`src/rtl/dmsc_pkg.sv`:
```
package dmsc_pkg;
  typedef enum logic [1:0] {
    MODE_STREAM = 2'd0,
    MODE_TRANS  = 2'd1,
    MODE_BIDIR  = 2'd2
  } mode_e;
endpackage

```
`src/rtl/dmsc_edge_sync.sv`:
```
// Oversampling synchronizer; exposes the newest settled level and the one before it.
module dmsc_edge_sync #(
  parameter int   STAGES  = 2,
  parameter logic RST_VAL = 1'b0
) (
  input  logic clk,
  input  logic rst_n,
  input  logic din,
  output logic lvl,
  output logic prev
);
  logic [STAGES:0] pipe_q;

  always_ff @(posedge clk or negedge rst_n) begin
    if (!rst_n) pipe_q <= {(STAGES+1){RST_VAL}};
    else        pipe_q <= {pipe_q[STAGES-1:0], din};
  end

  assign lvl  = pipe_q[STAGES-1];
  assign prev = pipe_q[STAGES];
endmodule

```
`src/rtl/dmsc_mode_fsm.sv`:
```
module dmsc_mode_fsm
  import dmsc_pkg::*;
#(
  parameter int IDLE_LIMIT = 128,
  localparam int CNT_W     = $clog2(IDLE_LIMIT)
) (
  input  logic             clk,
  input  logic             rst_n,
  input  logic             strm_rise,
  input  logic             bus_lvl,
  input  logic             bus_fall,
  input  logic             bus_act,
  input  logic             ctrl_ok,
  output mode_e            mode,
  output logic [CNT_W-1:0] idle_cnt
);
  mode_e            mode_q, mode_d;
  logic [CNT_W-1:0] cnt_q, cnt_d;

  always_comb begin
    mode_d = mode_q;
    cnt_d  = cnt_q;
    unique case (mode_q)
      MODE_STREAM: begin
        cnt_d = '0;
        if (bus_fall) mode_d = MODE_TRANS;
      end
      MODE_TRANS: begin
        if (ctrl_ok) begin
          mode_d = MODE_BIDIR;
          cnt_d  = '0;
        end else if (bus_act || !bus_lvl) begin
          cnt_d = '0;
        end else if (strm_rise) begin
          if (cnt_q == CNT_W'(IDLE_LIMIT - 1)) begin
            mode_d = MODE_STREAM;
            cnt_d  = '0;
          end else begin
            cnt_d = cnt_q + CNT_W'(1);
          end
        end
      end
      MODE_BIDIR: cnt_d = '0;
      default: begin
        mode_d = MODE_STREAM;
        cnt_d  = '0;
      end
    endcase
  end

  always_ff @(posedge clk or negedge rst_n) begin
    if (!rst_n) begin
      mode_q <= MODE_STREAM;
      cnt_q  <= '0;
    end else begin
      mode_q <= mode_d;
      cnt_q  <= cnt_d;
    end
  end

  assign mode     = mode_q;
  assign idle_cnt = cnt_q;
endmodule

```
`src/rtl/dmsc_stream_seq.sv`:
```
// Warm-up, bit-slot and address sequencing for transmit-only mode.
module dmsc_stream_seq #(
  parameter int ADDR_W    = 7,
  parameter int DATA_W    = 8,
  parameter int WARM_CLKS = 9,
  localparam int WARM_W   = $clog2(WARM_CLKS + 1),
  localparam int SLOT_W   = $clog2(DATA_W + 1)
) (
  input  logic              clk,
  input  logic              rst_n,
  input  logic              active,
  input  logic              strm_rise,
  input  logic [DATA_W-1:0] rd_data,
  output logic [ADDR_W-1:0] rd_addr,
  output logic              oe,
  output logic              dout
);
  logic [WARM_W-1:0] warm_q, warm_d;
  logic [SLOT_W-1:0] slot_q, slot_d;
  logic [ADDR_W-1:0] addr_q, addr_d;
  logic              oe_q, oe_d, dout_q, dout_d;
  logic [DATA_W-1:0] shifted;

  assign shifted = rd_data << slot_q;

  always_comb begin
    warm_d = warm_q;
    slot_d = slot_q;
    addr_d = addr_q;
    oe_d   = oe_q;
    dout_d = dout_q;
    if (!active) begin
      // Leaving stream mode rewinds everything for the next entry.
      warm_d = '0;
      slot_d = '0;
      addr_d = '0;
      oe_d   = 1'b0;
      dout_d = 1'b0;
    end else if (strm_rise) begin
      if (warm_q != WARM_W'(WARM_CLKS)) begin
        warm_d = warm_q + WARM_W'(1);
      end else if (slot_q == SLOT_W'(DATA_W)) begin
        oe_d   = 1'b0;
        dout_d = 1'b0;
        slot_d = '0;
        addr_d = addr_q + ADDR_W'(1);
      end else begin
        oe_d   = 1'b1;
        dout_d = shifted[DATA_W-1];
        slot_d = slot_q + SLOT_W'(1);
      end
    end
  end

  always_ff @(posedge clk or negedge rst_n) begin
    if (!rst_n) begin
      warm_q <= '0;
      slot_q <= '0;
      addr_q <= '0;
      oe_q   <= 1'b0;
      dout_q <= 1'b0;
    end else begin
      warm_q <= warm_d;
      slot_q <= slot_d;
      addr_q <= addr_d;
      oe_q   <= oe_d;
      dout_q <= dout_d;
    end
  end

  assign rd_addr = addr_q;
  assign oe      = oe_q & active;
  assign dout    = dout_q;
endmodule

```
`src/rtl/dual_mode_stream_ctrl.sv`:
```
module dual_mode_stream_ctrl
  import dmsc_pkg::*;
#(
  parameter int ADDR_W      = 7,
  parameter int DATA_W      = 8,
  parameter int IDLE_LIMIT  = 128,
  parameter int WARM_CLKS   = 9,
  parameter int SYNC_STAGES = 2
) (
  input  logic              clk,
  input  logic              rst_n,
  input  logic              strm_clk,
  input  logic              bus_clk,
  input  logic              ctrl_ok,
  input  logic              wr_en,
  input  logic [ADDR_W-1:0] wr_addr,
  input  logic [DATA_W-1:0] wr_data,
  output logic              sda_oe,
  output logic              sda_out,
  output logic [1:0]        mode_o
);
  localparam int DEPTH = 1 << ADDR_W;
  localparam int CNT_W = $clog2(IDLE_LIMIT);

  logic [1:0]        rst_pipe_q;
  logic              rst_n_s;
  logic              strm_lvl, strm_prev, strm_rise;
  logic              bus_lvl, bus_prev, bus_fall, bus_act;
  mode_e             mode;
  logic [CNT_W-1:0]  idle_cnt;
  logic [ADDR_W-1:0] rd_addr;
  logic [DATA_W-1:0] rd_data;
  logic [DATA_W-1:0] mem_q [DEPTH];

  // Asynchronous assert, synchronous release.
  always_ff @(posedge clk or negedge rst_n) begin
    if (!rst_n) rst_pipe_q <= 2'b00;
    else        rst_pipe_q <= {rst_pipe_q[0], 1'b1};
  end
  assign rst_n_s = rst_pipe_q[1];

  dmsc_edge_sync #(.STAGES(SYNC_STAGES), .RST_VAL(1'b0)) u_strm_sync (
    .clk(clk), .rst_n(rst_n_s), .din(strm_clk), .lvl(strm_lvl), .prev(strm_prev));
  // The bus line idles high, so its history starts high.
  dmsc_edge_sync #(.STAGES(SYNC_STAGES), .RST_VAL(1'b1)) u_bus_sync (
    .clk(clk), .rst_n(rst_n_s), .din(bus_clk), .lvl(bus_lvl), .prev(bus_prev));

  assign strm_rise = strm_lvl & ~strm_prev;
  assign bus_fall  = bus_prev & ~bus_lvl;
  assign bus_act   = bus_prev ^ bus_lvl;

  dmsc_mode_fsm #(.IDLE_LIMIT(IDLE_LIMIT)) u_fsm (
    .clk(clk), .rst_n(rst_n_s), .strm_rise(strm_rise), .bus_lvl(bus_lvl),
    .bus_fall(bus_fall), .bus_act(bus_act), .ctrl_ok(ctrl_ok),
    .mode(mode), .idle_cnt(idle_cnt));

  // Storage array: contents are kept across reset on purpose.
  always_ff @(posedge clk) begin
    if (wr_en) mem_q[wr_addr] <= wr_data;
  end
  assign rd_data = mem_q[rd_addr];

  dmsc_stream_seq #(.ADDR_W(ADDR_W), .DATA_W(DATA_W), .WARM_CLKS(WARM_CLKS)) u_seq (
    .clk(clk), .rst_n(rst_n_s), .active(mode == MODE_STREAM), .strm_rise(strm_rise),
    .rd_data(rd_data), .rd_addr(rd_addr), .oe(sda_oe), .dout(sda_out));

  assign mode_o = mode;
endmodule

```
`config.mk`:
```
export PLATFORM = sky130hd
export DESIGN_NAME = dual_mode_stream_ctrl
export DESIGN_NICKNAME = d
export VERILOG_FILES = /design/src/rtl/dmsc_pkg.sv /design/src/rtl/dmsc_edge_sync.sv /design/src/rtl/dmsc_mode_fsm.sv /design/src/rtl/dmsc_stream_seq.sv /design/src/rtl/dual_mode_stream_ctrl.sv
export SDC_FILE = /design/constraint.sdc
export NUM_CORES = 1
export LEC_CHECK = 0
export BUFFER_PORTS_ARGS = -buffer_cell sky130_fd_sc_hd__buf_2
export CAP_MARGIN = 10
export CORE_ASPECT_RATIO = 1.2
export CORE_MARGIN = 5
export CORE_UTILIZATION = 55
export CTS_BUF_LIST = sky130_fd_sc_hd__clkbuf_8
export DETAILED_ROUTE_END_ITERATION = 7
export PLACE_DENSITY = 0.7
export SKIP_CTS_REPAIR_TIMING = 1
export SLEW_MARGIN = 0
export SYNTH_ARGS = -nofsm -noshare
export SYNTH_HDL_FRONTEND = slang
export SYNTH_HIERARCHICAL = 1
export SYNTH_SLANG_ARGS = --single-unit
```
`constraint.sdc`:
```
create_clock -name clk -period 2.7 [get_ports clk]
set_input_delay 0.405 -clock clk [delete_from_list [all_inputs] [get_ports clk]]
set_output_delay 0.405 -clock clk [all_outputs]
set_load 0.1 [all_outputs]
```
---- Word level (Yosys, flattened, before mapping) ----
Memories as Yosys holds them, arrays and structs flattened.
Cells that the tools add are included.
cells by class
  add/sub/neg operators ................... 4
  shifts and indexed selects .............. 1
  bitwise operators ....................... 7
  reductions and logical operators ........ 7
  equality and inequality tests ........... 14
  multiplexer cells ....................... 32
operators by type and width
  operator             number
  $mux 7               9
  $mux 4               7
  $add 7x1->7 const B  2
  $mux 1               10
  $mux 2               5
  $ne 2x2->1 const B   5
  $add 4x1->4 const B  2
  $shl 8x4->8          1
  $eq 7x7->1 const B   1
  $ne 3x3->1 const B   2
  $pmux 2 s3           1
  $reduce_and 5->1     1
  $eq 4x4->1 const B   1
  $ne 4x3->1 const B   1
  $ne 4x4->1 const B   1
  $reduce_and 2->1     2
  $and 1x1->1          3
  $ne 3x2->1 const B   1
  $not 1->1            3
  $reduce_and 3->1     1
  $eq 2x1->1 const B   1
  $eq 2x2->1 const B   1
  $logic_not 2->1      1
  $logic_not 1->1      1
  2 further kinds      2
storage, ports and cells
  word-level logic and storage cells ...... 76
  input bits .............................. 21
  memories kept ........................... 1
  bits in writable memories ............... 1,024
  register bits ........................... 34
memories
  name   depth  width  read ports  clocked after Yosys merged registers in  wr ports  line                         text
  mem_q  128    8      1           0                                        1         dual_mode_stream_ctrl.sv:33  logic [DATA_W-1:0] mem_q [DEPTH];

---- Logic depth before layout (Yosys ltp) ----
Gate-level depths: netlist (run 1).
  depth in word-level cells ............... 6
  depth in mapped cells ................... 11
  gate-level depth less buffers ........... 8

---- Modules after synthesis ----
The synthesis (run 1) kept the hierarchy.
by module, submodules not included
  module                         cells each  seq. area each (µm²)  instances  area each (µm²)
  dual_mode_stream_ctrl          1,635       30,799.5              1          39,586.7
  dmsc_stream_seq                98          425.4                 1          980.9
  dmsc_mode_fsm                  47          225.2                 1          452.9
  dmsc_edge_sync at u_bus_sync   3           78.8                  1          78.8
  dmsc_edge_sync at u_strm_sync  3           75.1                  1          75.1

---- Worst setup path before layout (run 1) ----
No wires, ideal clock.
  path type ............................... reg2reg
  from .................................... reg u_seq.addr_q[0], in the netlist u_seq/rd_addr[0]
  to ...................................... reg u_seq.dout_q, in the netlist u_seq/dout
  stages on the path, launching flop included .. 10
  path slack .............................. -0.911 ns
  buffers on the path ..................... 2
  data arrival time ....................... 3.480 ns
  required time ........................... 2.569 ns
  cell sequence ........................... dfrtp_1 > clkbuf_1 > clkbuf_1 > mux4_2 > mux4_2 > mux4_2 > mux2_2 > mux4_2 > o211ai_1 > a21boi_0
on the way
  word-level cells in the longest chain between the ends .. 6
RTL lines
  what                      line                         text
  start: declaration        dmsc_stream_seq.sv:20        logic [ADDR_W-1:0] addr_q, addr_d;
  start signal: assignment  dmsc_stream_seq.sv:65        addr_q <= addr_d;
  $mem_v2 128x8             n/a
  net rd_data[4]            dual_mode_stream_ctrl.sv:32  logic [DATA_W-1:0] rd_data;
  $shl 8x4->8               dmsc_stream_seq.sv:24        assign shifted = rd_data << slot_q;
  $mux 1                    dmsc_stream_seq.sv:42        end else if (slot_q == SLOT_W'(DATA_W)) begin
  $mux 1                    dmsc_stream_seq.sv:40        if (warm_q != WARM_W'(WARM_CLKS)) begin
  $mux 1                    dmsc_stream_seq.sv:39        end else if (strm_rise) begin
  $mux 1                    dmsc_stream_seq.sv:32        if (!active) begin
  end signal: assignment    dmsc_stream_seq.sv:67        dout_q <= dout_d;
  end: declaration          dmsc_stream_seq.sv:21        logic oe_q, oe_d, dout_q, dout_d;
The timed path passes the listed nets, and every way through them passes these cells. The select of a mux whose other input is x is not followed.
A chain may end at the register's enable or synchronous reset.

---- Worst setup path after layout (run 1) ----
Same ends and word-level chain as after synthesis.

==> impl_metrics.json, run 1 <==
{
  "timing.fmax_mhz": 275,
  "r2r-end": "u_seq/dout",
  "finalCriticalPeriod_ns": 3.64,
  "synth_edf_count": 1024,
  "finalClockSkew_ns": 0.0249,
  "synthDistinctLibCells": 46,
  "grt_max_degree": 72,
  "start_util": 0.552,
  "worstSetupPathType": "register to register",
  "rsz0062_at_grt": "true",
  "slowest_delay_ns": 0.58,
  "required_ns": 3.39,
  "dr.pass1.iters": 5,
  "cp-start-kind": "register",
  "cp_num_buf_inv": 2,
  "clock_sinks": 1058,
  "dpl.hpwl_um": 59700,
  "antenna_found_initial": 7,
  "synth_top_area_cell": "edfxtp_1",
  "whs_endpoint": "mem_q[14][0]",
  "hp-start": "wr_data[0]",
  "ant_nets": 0,
  "grt_pass1_wl_um": 135000,
  "avgRoutedWirePerCell_um": 27.4,
  "grt_pass1_vias": 20700,
  "die_area_um2": 80500,
  "syn2layout_area_growth_pct": 15.8,
  "nFillCells": 4939,
  "finalHoldViolations": 0,
  "arrival_ns": 4.33,
  "reg2reg_depth": 9,
  "finalCritPeriodShare": 1.35,
  "hold_path_class": "input port to register",
  "grtUsageTotal": 0.231,
  "p_total_mw": 38.6,
  "numCtsBuffers": 159,
  "p_per_area_nw_per_um2": 809,
  "synth.yosys.seq_area_share": 0.768,
  "place_ws_ns": -0.927,
  "nets": 2179,
  "cpMostUsedCell": "mux4_2",
  "tightest_slew_ns": 0.973,
  "yosysTopAreaCellShare": 0.747,
  "synthTopCellsByCount": "edfxtp_1, mux4_2, nor2_1",
  "portBuffers": 24,
  "die_height_um": 310,
  "rows": 110,
  "gp_congestion": 0.844,
  "cp-end-kind": "register",
  "clk_pin_slew_worst_paths_ns": 0.07,
  "final_layout_size_suffix_gt1_frac": 0.374,
  "synth_nets": 1814,
  "grt_remaining_overflow": 0,
  "status": "finished with violations",
  "htree_levels": 4,
  "ys_warn_count": 6,
  "cts_buffer_depth": 3,
  "synth-seq-cells": 1058,
  "violations": "setup timing",
  "setup_viol": 1,
  "irDropWorstVdd_uv": 584,
  "max_cap_viol_count": 0,
  "timing.rr.start": "u_seq/rd_addr[0]",
  "crit_family": "multiplexers",
  "ys_top_cells_by_area": "edfxtp_1, mux4_2, dfrtp_1",
  "viasPerCell": 5.97,
  "syn_inst": 1786,
  "tns_ns": -0.938,
  "maxSlewViolCount": 0,
  "r2r_slack_ns": -0.94,
  "first_iter_violations": 1809,
  "drc_errors": 0,
  "worst_path_max_delay_cell": "mux4_2",
  "synth_area_um2": 41200,
  "hold_depth": 1,
  "ios": 25,
  "wirelength_um": 90200,
  "root_buffer": "clkbuf_8",
  "insertion_delay_ns": 0.82,
  "core_area_um2": 74600,
  "whs_ns": 0.0441,
  "path_max_fanout": 13,
  "dieWidth_um": 260,
  "crit_path_cell_trace": "buf_12, buf_12, mux4_2, mux4_2, mux4_2, mux2_2, mux4_2, o211ai_1, a21boi_1",
  "avgSynthCellArea_um2": 23.1,
  "synth-main-ff-cell": "edfxtp_1",
  "cts_tree": "built",
  "p_leak_nw": 15.3,
  "yosysMostFrequentCell": "edfxtp_1",
  "maxSlewHeadroom": 0.351,
  "route.vias.total": 19600,
  "async_flop_share": 0.0321,
  "setup_slack_ns": -0.938
}
==> power breakdown <==
| group | internal (mW) | total (mW) | switching, mW |
|---|---|---|---|
| Sequential | 18.1 | 18.2 | 0.0942 |
| Combinational | 4.48 | 8.34 | 3.85 |
| Clock | 5.96 | 12.0 | 6.05 |
==> worst max-delay path by stage <==
| stage | from | end | slack (ns) | depth (start not counted) |
|---|---|---|---|---|
| 6_report | u_seq/rd_addr[0] | u_seq/dout | -0.94 | 9 |
| 5_1_grt | u_seq/rd_addr[0] | u_seq/dout | -1.00 | 9 |
| 4_1_cts | u_seq/rd_addr[0] | u_seq/dout | -0.94 | 9 |
| 3_5_place_dp | u_seq/rd_addr[0] | u_seq/dout | -0.93 | 9 |
| 3_3_place_gp | u_seq/rd_addr[0] | u_seq/dout | -0.91 | 9 |
| 2_1_floorplan | u_seq/rd_addr[0] | u_seq/dout | -0.64 | 10 |
==> placed cells by master, fill, tap and decap left out, drive strengths merged, types with 13 or more instances in the layout <==
| cell type | n |
|---|---|
| buf | 294 |
| inv | 61 |
| mux4 | 337 |
| dfrtp | 31 |
| nor2 | 127 |
| nand3 | 25 |
| nor3 | 13 |
| edfxtp | 1024 |
| clkbuf | 159 |
| nand2 | 30 |
| clkinv | 62 |
==> final cells by class <==
type                       instances  area, µm²  area share
antenna                            5       12.5    0.000262
clock buffer                     159       2190      0.0459
clock inverter                   125        714      0.0150
inverter                           7       26.3    0.000551
multi-input combinational        626       9110       0.191
sequential                      1058      31600       0.663
tap                             1008       1260      0.0265
timing repair buffer             299       2740      0.0575
==> kinds of logic after synthesis <==
logic type	count (synthesis)	synth area share
other cells	1	0.0000911
flops	1058	0.768
simple gates	235	0.0258
xor+xnor	7	0.00149
fa+ha+maj	7	0.00213
buf+inv	102	0.0111
mux	348	0.187
compound gates	28	0.00459
==> layer usage <==
metal / wire length, µm / share of wire / vias to the layer above / GRT usage
met5: 35 / 0.00039 / - / 0
met4: 2840 / 0.031 / 4 / 0.0811
met3: 6270 / 0.070 / 163 / 0.0510
met2: 46900 / 0.52 / 758 / 0.392
met1: 34100 / 0.38 / 10300 / 0.303
li1: - / - / 8346 / -
==> metrics by stage <==
stage,cells,util,instance area (µm²)
3_5_place_dp,2990,0.599,44700
4_1_cts,3274,0.638,47600
6_report,3287,0.639,47700
5_1_grt,3284,0.639,47700
2_1_floorplan,1786,-,41500
3_3_place_gp,2990,0.599,44700
==> sequential cells by signal (all words and copies together) (netlist names) <==
name	flops
mem_q	1024
rst_pipe_q	2
u_bus_sync/pipe_q	3
u_fsm/idle_cnt	7
u_fsm/mode	2
u_seq/dout	1
u_seq/oe_q	1
u_seq/rd_addr	7
u_seq/slot_q	4
u_seq/warm_q	4
u_strm_sync/pipe_q	3
==> worst register-to-register path: cells and delay by family, from the launching register on <==
| family | cells | cell delay (ns) |
|---|---|---|
| muxes | 5 | 2.35 |
| DFF | 1 | 0.48 |
| buffers and inverters | 2 | 0.39 |
| AOI/OAI and AO/OA | 2 | 0.30 |
Note: power is estimated with default switching activity, not from simulation.
==> inputs of run 2 (changes only) <==
--- a/config.mk
+++ b/config.mk
@@ -10,7 +10,7 @@
 export CORE_ASPECT_RATIO = 1.2
 export CORE_MARGIN = 5
 export CORE_UTILIZATION = 55
-export CTS_BUF_LIST = sky130_fd_sc_hd__clkbuf_8
+export CTS_BUF_LIST = sky130_fd_sc_hd__clkbuf_8 sky130_fd_sc_hd__clkbuf_16
 export DETAILED_ROUTE_END_ITERATION = 7
 export PLACE_DENSITY = 0.7
 export SKIP_CTS_REPAIR_TIMING = 1
==> impl_metrics.json, run 2 (same netlist as run 1, synthesis figures left out) <==
{
  "status": "finished with violations",
  "violations": "setup timing",
  "rsz0062_at_grt": "true",
  "r2r-end": "u_seq/dout",
  "timing.fmax_mhz": 272,
  "final_layout_size_suffix_gt1_frac": 0.368,
  "setup_viol": 1,
  "max_cap_viol_count": 0,
  "hold_path_class": "input port to async pin",
  "htree_levels": 3,
  "grtUsageTotal": 0.233,
  "syn2layout_area_growth_pct": 16.7,
  "core_area_um2": 74600,
  "viasPerCell": 6.12,
  "ant_nets": 0,
  "dieWidth_um": 260,
  "grt_remaining_overflow": 0,
  "tightest_slew_ns": 1.01,
  "cp-end-kind": "register",
  "root_buffer": "clkbuf_16",
  "numCtsBuffers": 100,
  "path_max_fanout": 13,
  "cts_buffer_depth": 3,
  "largest_reg_flops": 1024,
  "r2r_slack_ns": -0.97,
  "irDropWorstVdd_uv": 656,
  "dpl.hpwl_um": 59700,
  "wirelength_um": 91400,
  "finalClockSkew_ns": 0.0268,
  "required_ns": 3.25,
  "grt_pass1_wl_um": 137000,
  "crit_path_start": "u_seq/rd_addr[0]",
  "antenna_found_initial": 8,
  "p_leak_nw": 15.3,
  "drc_errors": 0,
  "avgRoutedWirePerCell_um": 28.7,
  "top_layer": "met5",
  "worstSetupPathType": "register to register",
  "clock_sinks": 1058,
  "whs_ns": 0.0700,
  "die_height_um": 310,
  "finalHoldViolations": 0,
  "start_util": 0.552,
  "die_area_um2": 80500,
  "finalCritPeriodShare": 1.36,
  "clk_pin_slew_worst_paths_ns": 0.06,
  "first_iter_violations": 1981,
  "maxSlewHeadroom": 0.328,
  "insertion_delay_ns": 0.68,
  "grt_max_degree": 72,
  "rows": 110,
  "p_total_mw": 40.4,
  "wl_met2_um": 47500,
  "wl_met1_um": 34500,
  "grt_pass1_vias": 20500,
  "top_register": "mem_q",
  "timing.rr.start": "u_seq/rd_addr[0]",
  "finalCriticalPeriod_ns": 3.67,
  "reg2reg_depth": 9,
  "layout_common_cells": "edfxtp_1, mux4_2, buf_4, nor2_1, clkbuf_16",
  "route.vias.total": 19500,
  "nets": 2119,
  "cp-start-kind": "register",
  "setup_slack_ns": -0.972,
  "place_ws_ns": -0.927,
  "cts_tree": "built",
  "met3_length_um": 6060,
  "p_per_area_nw_per_um2": 842,
  "layout_commonest_cell": "edfxtp_1",
  "tns_ns": -0.972,
  "gp_congestion": 0.844,
  "ios": 25,
  "maxSlewViolCount": 0,
  "portBuffers": 24,
  "arrival_ns": 4.22,
  "dr.pass1.iters": 5
}
[run 2: stage by stage]
stage          cells  instance area (µm²)   util
6_report        3187                48000  0.644
5_1_grt         3183                48000  0.644
4_1_cts         3175                48000  0.643
3_5_place_dp    2990                44700  0.599
3_3_place_gp    2990                44700  0.599
2_1_floorplan   1786                41500      -
[run 2: worst max-delay path by stage]
stage | endpoint | slack (ns) | depth (start not counted)
floorplan | u_seq/dout | -0.64 | 10
global placement | u_seq/dout | -0.91 | 9
detailed placement | u_seq/dout | -0.93 | 9
CTS | u_seq/dout | -0.97 | 9
global route | u_seq/dout | -1.03 | 9
finish | u_seq/dout | -0.97 | 9
[run 2: area by class of cell]
class | instances | area (µm²)
Inverter | 7 | 26.3
Clock buffer | 107 | 2640
Antenna cell | 5 | 12.5
Clock inverter | 78 | 628
Timing Repair Buffer | 298 | 2730
Fill cell | 4820 | 26600
Tap cell | 1008 | 1260
Multi-Input combinational cell | 626 | 9110
Sequential cell | 1058 | 31600
[run 2: power breakdown]
| group | total [mW] | internal, mW | switching (mW) |
|---|---|---|---|
| clock network | 13.9 | 7.92 | 5.96 |
| logic | 8.36 | 4.48 | 3.87 |
| registers | 18.2 | 18.1 | 0.0958 |
| total | 40.4 | 30.5 | 9.93 |
[run 2: metal layers]
layer / vias to the layer above / track usage
li1: 8179 / -
met1: 10400 / 0.307
met2: 738 / 0.397
met5: - / 0
met4: 6 / 0.0867
met3: 176 / 0.0409
[run 2: worst max-delay path, cell delays in order, from the launching register on]
cell and delay, ns:
dfrtp_4 0.48, buf_12 0.21, buf_12 0.16, mux4_2 0.50, mux4_2 0.57, mux4_2 0.54
mux2_2 0.29, mux4_2 0.46, o211ai_1 0.22, a21boi_1 0.09
